--- config.mk ---
export PLATFORM = sky130hd
export DESIGN_NAME = regbank_shadow
export DESIGN_NICKNAME = d
export VERILOG_FILES = /design/src/rtl/regbank_pkg.sv /design/src/rtl/regbank_ram.sv /design/src/rtl/regbank_ctrl.sv /design/src/rtl/regbank_dpath.sv /design/src/rtl/regbank_shadow.sv
export SDC_FILE = /design/constraint.sdc
export NUM_CORES = 1
export LEC_CHECK = 0
export CAP_MARGIN = 30
export CORE_AREA = 4 4 315 317
export DETAILED_ROUTE_END_ITERATION = 8
export DIE_AREA = 0 0 319 321
export GPL_TIMING_DRIVEN = 0
export SYNTH_ARGS = -nofsm -noshare
export SYNTH_HDL_FRONTEND = slang
export SYNTH_SLANG_ARGS = --single-unit
--- constraint.sdc ---
create_clock -name clk -period 7.9 [get_ports clk]
set_input_delay 0.79 -clock clk [delete_from_list [all_inputs] [get_ports clk]]
set_output_delay 0.79 -clock clk [all_outputs]
set_load 0.02 [all_outputs]
--- src/rtl/regbank_pkg.sv ---
package regbank_pkg;

  typedef enum logic [1:0] {
    KIND_RW = 2'd0,
    KIND_RO = 2'd1,
    KIND_HW = 2'd2
  } regKind_e;

  // Strobes from control to datapath for the current bus cycle
  typedef struct packed {
    logic ramWe;
    logic ramRe;
    logic regWe;
    logic rdLaunch;
    logic bypassSel;
    logic bypassRo;
  } bankStrobe_t;

  // Attribute table entry: read-only wins over hardware-modified
  function automatic regKind_e kindOf(int idx, logic [63:0] roMask, logic [63:0] hwMask);
    if (roMask[idx])      return KIND_RO;
    else if (hwMask[idx]) return KIND_HW;
    else                  return KIND_RW;
  endfunction

  function automatic logic [63:0] resetWord(int idx, logic [63:0] base);
    return base + 64'(idx) * 64'd17;
  endfunction

endpackage

--- src/rtl/regbank_ram.sv ---
module regbank_ram #(
  parameter int ADDR_W = 4,
  parameter int DATA_W = 16
) (
  input  logic              clk,
  input  logic              en,
  input  logic              we,
  input  logic [ADDR_W-1:0] addr,
  input  logic [DATA_W-1:0] wData,
  output logic [DATA_W-1:0] rData
);
  localparam int DEPTH = 1 << ADDR_W;

  logic [DATA_W-1:0] mem [DEPTH];

  // Read-first single port: a same-cycle write is seen by the next read
  always_ff @(posedge clk) begin
    if (en) begin
      rData <= mem[addr];
      if (we) mem[addr] <= wData;
    end
  end
endmodule

--- src/rtl/regbank_ctrl.sv ---
module regbank_ctrl
  import regbank_pkg::*;
#(
  parameter int                     ADDR_W   = 4,
  parameter int                     DATA_W   = 16,
  parameter logic [(1<<ADDR_W)-1:0] RO_MASK  = '0,
  parameter logic [(1<<ADDR_W)-1:0] HW_MASK  = '0,
  parameter logic [DATA_W-1:0]      RST_BASE = '0
) (
  input  logic              clk,
  input  logic              rstN,
  input  logic [ADDR_W-1:0] busAddr,
  input  logic              busWrEn,
  input  logic              busRdEn,
  input  logic [DATA_W-1:0] busWrData,
  output bankStrobe_t       strb,
  output logic [ADDR_W-1:0] ramAddr,
  output logic [DATA_W-1:0] ramWData,
  output logic              rdValidQ,
  output logic              rdSelQ
);
  localparam int NUM_REGS = 1 << ADDR_W;
  localparam logic [ADDR_W-1:0] LAST_IDX = ADDR_W'(NUM_REGS - 1);

  regKind_e          addrKind;
  logic              initActive;
  logic [ADDR_W-1:0] initCnt;
  logic [DATA_W-1:0] sweepWord;

  always_comb addrKind = kindOf(int'(busAddr), 64'(RO_MASK), 64'(HW_MASK));

  always_comb sweepWord = DATA_W'(resetWord(int'(initCnt), 64'(RST_BASE)));

  // Post-reset pass that fills the mirror with reset values
  always_ff @(posedge clk or negedge rstN) begin
    if (!rstN) begin
      initActive <= 1'b1;
      initCnt    <= '0;
    end else if (initActive) begin
      initCnt <= initCnt + 1'b1;
      if (initCnt == LAST_IDX) initActive <= 1'b0;
    end
  end

  always_comb begin
    strb.ramWe     = initActive | busWrEn;
    strb.ramRe     = ~initActive & busRdEn;
    strb.regWe     = ~initActive & busWrEn & (addrKind != KIND_RO);
    strb.rdLaunch  = busRdEn;
    strb.bypassSel = addrKind != KIND_RW;
    strb.bypassRo  = addrKind == KIND_RO;
    ramAddr        = initActive ? initCnt : busAddr;
    ramWData       = initActive ? sweepWord : busWrData;
  end

  always_ff @(posedge clk or negedge rstN) begin
    if (!rstN) begin
      rdValidQ <= 1'b0;
      rdSelQ   <= 1'b0;
    end else begin
      rdValidQ <= busRdEn;
      if (busRdEn) rdSelQ <= strb.bypassSel;
    end
  end
endmodule

--- src/rtl/regbank_dpath.sv ---
module regbank_dpath
  import regbank_pkg::*;
#(
  parameter int                     ADDR_W   = 4,
  parameter int                     DATA_W   = 16,
  parameter logic [(1<<ADDR_W)-1:0] RO_MASK  = '0,
  parameter logic [(1<<ADDR_W)-1:0] HW_MASK  = '0,
  parameter logic [DATA_W-1:0]      RST_BASE = '0
) (
  input  logic                             clk,
  input  logic                             rstN,
  input  logic [ADDR_W-1:0]                busAddr,
  input  logic [DATA_W-1:0]                busWrData,
  input  bankStrobe_t                      strb,
  input  logic                             rdSelQ,
  input  logic [(1<<ADDR_W)-1:0]           hwLoad,
  input  logic [(1<<ADDR_W)*DATA_W-1:0]    hwData,
  input  logic [(1<<ADDR_W)*DATA_W-1:0]    statusIn,
  input  logic [DATA_W-1:0]                ramQ,
  output logic [(1<<ADDR_W)*DATA_W-1:0]    regOut,
  output logic [DATA_W-1:0]                busRdData
);
  localparam int NUM_REGS = 1 << ADDR_W;

  logic [DATA_W-1:0] hwVal;
  logic [DATA_W-1:0] bypassVal;
  logic [DATA_W-1:0] bypassQ;

  for (genvar g = 0; g < NUM_REGS; g++) begin : g_lane
    localparam regKind_e LANE_KIND = kindOf(g, 64'(RO_MASK), 64'(HW_MASK));
    localparam logic [DATA_W-1:0] LANE_RST = DATA_W'(resetWord(g, 64'(RST_BASE)));

    if (LANE_KIND == KIND_RO) begin : g_ro
      logic unusedLane;
      assign unusedLane = ^{hwLoad[g], hwData[g*DATA_W +: DATA_W]};
      assign regOut[g*DATA_W +: DATA_W] = '0;
    end else if (LANE_KIND == KIND_HW) begin : g_hw
      logic [DATA_W-1:0] laneQ;
      always_ff @(posedge clk or negedge rstN) begin
        if (!rstN)                                     laneQ <= LANE_RST;
        else if (hwLoad[g])                            laneQ <= hwData[g*DATA_W +: DATA_W];
        else if (strb.regWe && busAddr == ADDR_W'(g))  laneQ <= busWrData;
      end
      assign regOut[g*DATA_W +: DATA_W] = laneQ;
    end else begin : g_rw
      logic [DATA_W-1:0] laneQ;
      logic unusedLane;
      assign unusedLane = ^{hwLoad[g], hwData[g*DATA_W +: DATA_W]};
      always_ff @(posedge clk or negedge rstN) begin
        if (!rstN)                                     laneQ <= LANE_RST;
        else if (strb.regWe && busAddr == ADDR_W'(g))  laneQ <= busWrData;
      end
      assign regOut[g*DATA_W +: DATA_W] = laneQ;
    end
  end

  // Reduced mux: only hardware-modified lanes take part
  always_comb begin
    hwVal = '0;
    for (int i = 0; i < NUM_REGS; i++) begin
      if (kindOf(i, 64'(RO_MASK), 64'(HW_MASK)) == KIND_HW && busAddr == ADDR_W'(i))
        hwVal = regOut[i*DATA_W +: DATA_W];
    end
  end

  always_comb bypassVal = strb.bypassRo ? statusIn[busAddr*DATA_W +: DATA_W] : hwVal;

  always_ff @(posedge clk or negedge rstN) begin
    if (!rstN)                               bypassQ <= '0;
    else if (strb.rdLaunch && strb.bypassSel) bypassQ <= bypassVal;
  end

  assign busRdData = rdSelQ ? bypassQ : ramQ;
endmodule

--- src/rtl/regbank_shadow.sv ---
module regbank_shadow
  import regbank_pkg::*;
#(
  parameter int                     ADDR_W   = 4,
  parameter int                     DATA_W   = 16,
  parameter logic [(1<<ADDR_W)-1:0] RO_MASK  = (1<<ADDR_W)'(16'h8040),
  parameter logic [(1<<ADDR_W)-1:0] HW_MASK  = (1<<ADDR_W)'(16'h0120),
  parameter logic [DATA_W-1:0]      RST_BASE = DATA_W'(16'h1000)
) (
  input  logic                          clk,
  input  logic                          rstN,
  input  logic [ADDR_W-1:0]             busAddr,
  input  logic                          busWrEn,
  input  logic [DATA_W-1:0]             busWrData,
  input  logic                          busRdEn,
  output logic [DATA_W-1:0]             busRdData,
  output logic                          busRdValid,
  input  logic [(1<<ADDR_W)-1:0]        hwLoad,
  input  logic [(1<<ADDR_W)*DATA_W-1:0] hwData,
  input  logic [(1<<ADDR_W)*DATA_W-1:0] statusIn,
  output logic [(1<<ADDR_W)*DATA_W-1:0] regOut
);
  bankStrobe_t       strb;
  logic [ADDR_W-1:0] ramAddr;
  logic [DATA_W-1:0] ramWData;
  logic [DATA_W-1:0] ramQ;
  logic              rdSelQ;

  regbank_ctrl #(
    .ADDR_W(ADDR_W), .DATA_W(DATA_W), .RO_MASK(RO_MASK),
    .HW_MASK(HW_MASK), .RST_BASE(RST_BASE)
  ) u_ctrl (
    .clk(clk), .rstN(rstN), .busAddr(busAddr), .busWrEn(busWrEn),
    .busRdEn(busRdEn), .busWrData(busWrData), .strb(strb),
    .ramAddr(ramAddr), .ramWData(ramWData), .rdValidQ(busRdValid),
    .rdSelQ(rdSelQ)
  );

  regbank_ram #(.ADDR_W(ADDR_W), .DATA_W(DATA_W)) u_ram (
    .clk(clk), .en(strb.ramWe | strb.ramRe), .we(strb.ramWe),
    .addr(ramAddr), .wData(ramWData), .rData(ramQ)
  );

  regbank_dpath #(
    .ADDR_W(ADDR_W), .DATA_W(DATA_W), .RO_MASK(RO_MASK),
    .HW_MASK(HW_MASK), .RST_BASE(RST_BASE)
  ) u_dpath (
    .clk(clk), .rstN(rstN), .busAddr(busAddr), .busWrData(busWrData),
    .strb(strb), .rdSelQ(rdSelQ), .hwLoad(hwLoad), .hwData(hwData),
    .statusIn(statusIn), .ramQ(ramQ), .regOut(regOut), .busRdData(busRdData)
  );
endmodule

==> results of run 1 <==
metrics by stage:
stage,std cells,instance area [µm²],hold WS (ns)
after floorplan,1654,22700,0.467
after global placement,3259,27600,0.462
after detailed placement,3285,28000,0.470
after CTS,3380,29700,0.484
after global routing,3380,29700,0.494
final,3383,29800,0.480
power by group through the flow:
stage | Clock [mW] | Combinational, mW | Sequential [mW]
2_1_floorplan | 0 | 0.418 | 3.67
3_3_place_gp | 0 | 1.55 | 3.39
5_1_grt | 2.62 | 1.63 | 3.37
6_report | 2.47 | 1.56 | 3.34
4_1_cts | 2.52 | 1.58 | 3.34
3_5_place_dp | 0 | 1.57 | 3.40
cells in the final DEF (no fill, tap or decap), drive strengths merged, types with 2 or more instances in the layout:
master	synthesis	layout
clkinv	0	16
o22ai	5	5
nor3	2	2
nor3b	4	4
nor2b	13	13
dfstp	67	67
clkdlybuf4s50	0	328
or4bb	32	32
nor4bb	30	30
buf	72	98
nand2b	33	33
edfxtp	272	272
clkbuf	89	158
diode	0	3
mux2	170	170
dfrtp	180	180
a22oi	32	32
o21ai	189	189
conb	1	32
mux4	32	32
clkinvlp	0	3
o21a	33	33
o41ai	32	32
and4bb	4	4
nor2	25	25
a31o	32	32
and3	2	2
xnor2	2	2
nand3	7	7
mux2i	33	33
inv	11	13
and2	2	2
nand2	153	153
and3b	2	2
nand4	17	17
nand4b	32	32
bufinv	0	4
state kept, by name, indices dropped and copies added, names as in the netlist:
register	count
u_ctrl.initActive	1
u_ctrl.rdValidQ	1
u_dpath.g_lane.g_hw.laneQ	32
u_dpath.bypassQ	16
u_dpath.g_lane.g_rw.laneQ	192
u_ctrl.initCnt	4
u_ram.mem	256
u_ram.rData	16
u_ctrl.rdSelQ	1
per-layer routing:
layer	global-route usage [%]	share of wire, %	vias to the layer above
met5	0	0	-
met4	5.09	3.4	0
met3	2.73	7.1	106
met2	26.0	49	657
met1	19.2	41	7982
li1	-	-	6968
tightest hold or removal path, delay by kind of cell, from the launching register on:
kind | cells | cell delay, ns
AND/OR/NAND/NOR | 1 | 0.04
flip-flops | 1 | 0.34
AO/OA/AOI/OAI | 1 | 0.06
final timing paths:
path                                                 start                              end  cells after the start
setup reg to reg                         u_ctrl.initCnt[1]                  u_ram.mem[1][3]                      7
min in group asynchronous                             rstN               u_dpath.bypassQ[3]                      2
hold / removal             u_dpath.g_lane[7].g_rw.laneQ[7]  u_dpath.g_lane[7].g_rw.laneQ[7]                      2
hold reg to reg            u_dpath.g_lane[7].g_rw.laneQ[7]  u_dpath.g_lane[7].g_rw.laneQ[7]                      2
setup / recovery                                busAddr[1]                  u_ram.mem[1][3]                      9
max in group asynchronous                             rstN  u_dpath.g_lane[1].g_rw.laneQ[6]                      4
cells by family after synthesis:
family / share of synthesized area [%]
xor+xnor: 0.116
flops: 63.8
other cells: 0.0166
buf+inv: 3.79
simple gates: 9.77
fa+ha+maj: 0.0553
mux: 13.2
compound gates: 9.25
timing repair:
action,4_1_cts,5_1_grt
hold endpoints to repair,12,0
hold buffers,1,0
gates resized for setup,0,0
final cells by class:
class	count	area, µm²
Antenna cell	3	7.51
Buffer	161	817
Clock buffer	69	1410
Clock inverter	25	278
Fill cell	9627	66500
Inverter	11	41.3
Multi-Input combinational cell	963	7510
Sequential cell	519	14400
Tap cell	1276	1600
Timing Repair Buffer	356	3660
Yosys cell counts, types with 29 or more instances:
library cell | count | area (µm²)
o41ai_1 | 32 | 280
mux2_2 | 169 | 1900
mux2i_1 | 32 | 320
nand2_1 | 153 | 574
dfrtp_1 | 180 | 4500
o21a_1 | 33 | 248
edfxtp_1 | 272 | 8170
buf_4 | 36 | 270
nand2b_1 | 33 | 206
o21ai_0 | 187 | 936
or4bb_1 | 32 | 360
nor4bb_1 | 30 | 300
a31o_2 | 31 | 272
nand4b_1 | 32 | 280
mux4_2 | 29 | 653
dfstp_2 | 67 | 1760
clkbuf_1 | 89 | 334
a22oi_1 | 32 | 240
==> results.yml, run 1 <==
worst_setup_path:
  worstPathRequired_ns: 8.22
  rrSetupSlack_ns: 4.21
  path_delay_family: "buffers and inverters"
  cpMaxStageDelayCell: "nor2_1"
  startpoint_type: "primary input"
  worst-path-buf-inv: 6
  crit_path_end_kind: "register"
  cp_slowest_stage_delay_ns: 0.73
  crit_type: "in2reg"
  crit_arrival_ns: 4.13
  path_max_fanout: 10
  crit_top_cell: "buf_2"
  crit_path_cell_trace: "clkdlybuf4s50_1 > buf_4 > buf_2 > buf_2 > buf_1 > a21boi_0 > nand2_1 > nor2_1 > buf_6"
synthesis:
  yosys_most_used_dff: "edfxtp_1"
  ys_ff_latch: 519
  syn-instance-count: 1623
  yosysUniqueCellTypes: 54
  synth_area_mm2: 0.0226
  syn_area_per_cell_um2: 13.9
  ys_async_sr_fraction_pct: 47.6
  yosysSeqAreaShare_pct: 63.8
  yosysWarnings: 0
  synth-edff-count: 272
drt:
  via_per_inst: 4.64
  drt_iter0_drc: 1638
  ant_nets: 0
  drt-total-wl_um: 81300
  drt_drc_violations_left: 0
  firstDrtPassIters: 5
  route.vias.total: 15713
  wl_per_cell_um: 24.0
timing:
  finalSetupTns_ns: 0
  rsz0062_at_grt: "false"
  timing.final.crit_share_pct: 48.3
  slew_headroom_pct: 23.4
  skew_ns: 0.0240
  drv_slew: 0
  setup_violations: 0
  hold_viol_final: 0
  min_period_ns: 3.82
  worst_pin_slew_ns: 1.14
  fmax_mhz: 262
  setup_ws_ns: 4.08
pwr:
  seqPwrFrac_pct: 45.3
  p_sw_mw: 2.07
  power.total_mw: 7.37
  p_comb_share_pct: 21.2
  netSwitchingFraction_pct: 28.1
  power_density_mw_per_mm2: 248
  peakVddDrop_mv: 0.153
  clock_power_share_pct: 33.5
  intPower_mw: 5.30
  leakagePower_nw: 11.0
layout:
  layout-drive-gt1-share_pct: 23.9
  finalNetCount: 2616
  area_delta_synth_final_pct: 31.5
  utilization_pct: 30.9
clocking:
  postCtsSetupRepairBufs: 0
  clk_path_buf_depth: 3
  cts_htree_levels: 2
  cts_tree: "done"
  path_clk_slew_ns: 0.06
  cts_buffers: 51
  clock-sinks: 519
  clkLatencyLatePin_ns: 0.61
  root_buffer: "clkbuf_16"
global_routing:
  antenna_found_initial: 5
  grt_pass1_wl_um: 114000
  grt_use_total_pct: 15.1
  grt_max_degree: 124
  grt_pass1_vias: 15130
  overflow: 0
floorplanning:
  die_h_um: 321
  die_area_mm2: 0.102
  rows: 114
  initial_utilization_pct: 23.5
  coreArea_mm2: 0.0963
  die_width_um: 319
  design.portCount: 825
hold_path:
  min_path_type: "reg2reg"
place:
  place.gp.congestion: 0.960
  hpwl_um: 62000
  pre_cts_slack_ns: 3.57
  port_buffers: 329
flow_run:
  maxCapViolCount: 0
run_status:
  outcome: "complete, no violations"
(Power assumes the default switching activity.)
==> run 2, diff against run 1 <==
==> constraint.sdc (replaced) <==
create_clock -name clk -period 3.2 [get_ports clk]
set_input_delay 0.32 -clock clk [delete_from_list [all_inputs] [get_ports clk]]
set_output_delay 0.32 -clock clk [all_outputs]
set_load 0.02 [all_outputs]
==> results.yml, run 2 (synthesis results as in run 1) <==
drt:
  drt-total-wl_um: 81400
  drt_drc_violations_left: 0
  via_per_inst: 4.67
  drt-met1-wl_um: 33200
  top_layer: "met4"
  wl_met2_um: 39700
  firstDrtPassIters: 4
  routed-wl-met3_um: 5700
  ant_nets: 0
  drt_iter0_drc: 1741
  route.vias.total: 15803
  wl_per_cell_um: 24.1
floorplanning:
  design.portCount: 825
  die_area_mm2: 0.102
  initial_utilization_pct: 23.5
  rows: 114
  die_width_um: 319
  die_h_um: 321
  coreArea_mm2: 0.0963
layout:
  reg.largest.list: "u_ram.mem: 256 flops, u_dpath.g_lane.g_rw.laneQ: 192 flops, u_dpath.g_lane.g_hw.laneQ: 32 flops"
  mostFrequentLayoutCell: "clkdlybuf4s50_1"
  layout_common_cells: "328 x clkdlybuf4s50_1, 272 x edfxtp_1, 180 x dfrtp_1"
  top_register: "u_ram.mem"
  layout-drive-gt1-share_pct: 24.4
  finalNetCount: 2616
  area_delta_synth_final_pct: 32.0
  finish.instance_area_mm2: 0.0298
  largest_reg_flops: 256
timing:
  fmax_mhz: 309
  rsz0062_at_grt: "true"
  slew_headroom_pct: 31.9
  drv_slew: 0
  worst_pin_slew_ns: 1.02
  skew_ns: 0.0222
  hold_viol_final: 0
  setup_ws_ns: -0.0385
  min_period_ns: 3.24
  timing.final.crit_share_pct: 101
  setup_violations: 22
worst_setup_path:
  rrSetupSlack_ns: -0.04
  path_max_fanout: 12
  worstPathRequired_ns: 3.49
  crit_path_cell_trace: "buf_6 > buf_6 > buf_2 > buf_2 > inv_1 > a21boi_1 > nand2_1 > nor2_1 > buf_4"
  startpoint_type: "register"
  crit_arrival_ns: 3.53
  cpMaxStageDelayCell: "dfstp_2"
  crit_path_end_kind: "register"
  cp_slowest_stage_delay_ns: 0.54
  crit_type: "reg2reg"
global_routing:
  grt_pass1_vias: 15168
  grt_max_degree: 124
  overflow: 0
  antenna_found_initial: 4
  grt_use_total_pct: 15.1
  grt_pass1_wl_um: 114000
clocking:
  path_clk_slew_ns: 0.07
  clkLatencyLatePin_ns: 0.61
  root_buffer: "clkbuf_16"
  clock-sinks: 519
  cts_tree: "done"
  postCtsSetupRepairBufs: 0
  clk_path_buf_depth: 3
  cts_htree_levels: 2
  cts_buffers: 51
flow_run:
  maxCapViolCount: 0
pwr:
  power_density_mw_per_mm2: 610
  power.total_mw: 18.2
  leakagePower_nw: 11.0
  peakVddDrop_mv: 0.378
place:
  port_buffers: 329
  place_area_mm2: 0.0280
  place.gp.congestion: 0.960
  hpwl_um: 62000
run_status:
  violations: "negative setup slack"
  outcome: "complete, but fails checks"
hold_path:
  min_path_type: "in2async"
-- run 2: cell count changes in the layout (fill, tap and decap cells not counted), sizes merged --
cell	before	now
diode	3	1
buf	98	99
clkbuf	158	157
-- run 2: per-stage QoR --
| stage | setup TNS, ns | cells | util (%) | setup slack, ns | hold WS [ns] |
|---|---|---|---|---|---|
| 6_report | -0.483 | 3381 | 31.0 | -0.0385 | 0.138 |
| 5_1_grt | -2.53 | 3380 | 31.0 | -0.114 | 0.159 |
| 4_1_cts | 0 | 3379 | 31.0 | 0.0145 | 0.135 |
| 3_5_place_dp | -80.27 | 3285 | 29.1 | -0.664 | 0.140 |
| 3_3_place_gp | -2425.00 | 3259 | 28.7 | -9.25 | 0.462 |
| 2_1_floorplan | 0 | 1654 | - | 0.577 | 0.0244 |
-- run 2: final timing paths --
check / from / endpoint / depth (start not counted)
setup / recovery: u_ctrl.initActive / u_ram.mem[0][12] / 9
hold / removal: rstN / u_dpath.bypassQ[15] / 2
setup reg to reg: u_ctrl.initActive / u_ram.mem[0][12] / 9
hold reg to reg: u_dpath.g_lane[2].g_rw.laneQ[2] / u_dpath.g_lane[2].g_rw.laneQ[2] / 2
max in group asynchronous: rstN / u_dpath.g_lane[3].g_rw.laneQ[7] / 4
min in group clk: hwData[80] / u_dpath.g_lane[5].g_hw.laneQ[0] / 3
-- run 2: layout make-up --
class,count,area (µm²)
Clock inverter,25,278
Sequential cell,519,14400
Multi-Input combinational cell,963,7610
Clock buffer,69,1410
Tap cell,1276,1600
Antenna cell,1,2.50
Timing Repair Buffer,357,3660
Fill cell,9611,66400
Buffer,160,815
Inverter,11,41.3
-- run 2: timing repair --
item / in CTS / in global routing
pin swaps: 1 / 0
hold buffers: 1 / 0
setup endpoints to repair: 131 / 57
gates resized for setup: 15 / 5
hold endpoints to repair: 91 / 0
-- run 2: routing by layer --
layer,vias up,GRT usage [%]
met5,-,0
met1,8036,19.3
li1,6965,-
met2,697,26.1
met4,0,5.06
met3,105,2.48
-- run 2: power by group --
part | internal [mW] | switching (mW)
registers | 7.87 | 0.375
clock network | 3.44 | 2.66
logic | 1.77 | 2.10
total | 13.1 | 5.13
-- run 2: critical path, delay by kind of cell, from the launching register on --
kind | cells | cell delay [ns]
buffers and inverters | 6 | 1.31
and+or+nand+nor | 2 | 0.69
DFF | 1 | 0.54
AOI/OAI and AO/OA | 1 | 0.37
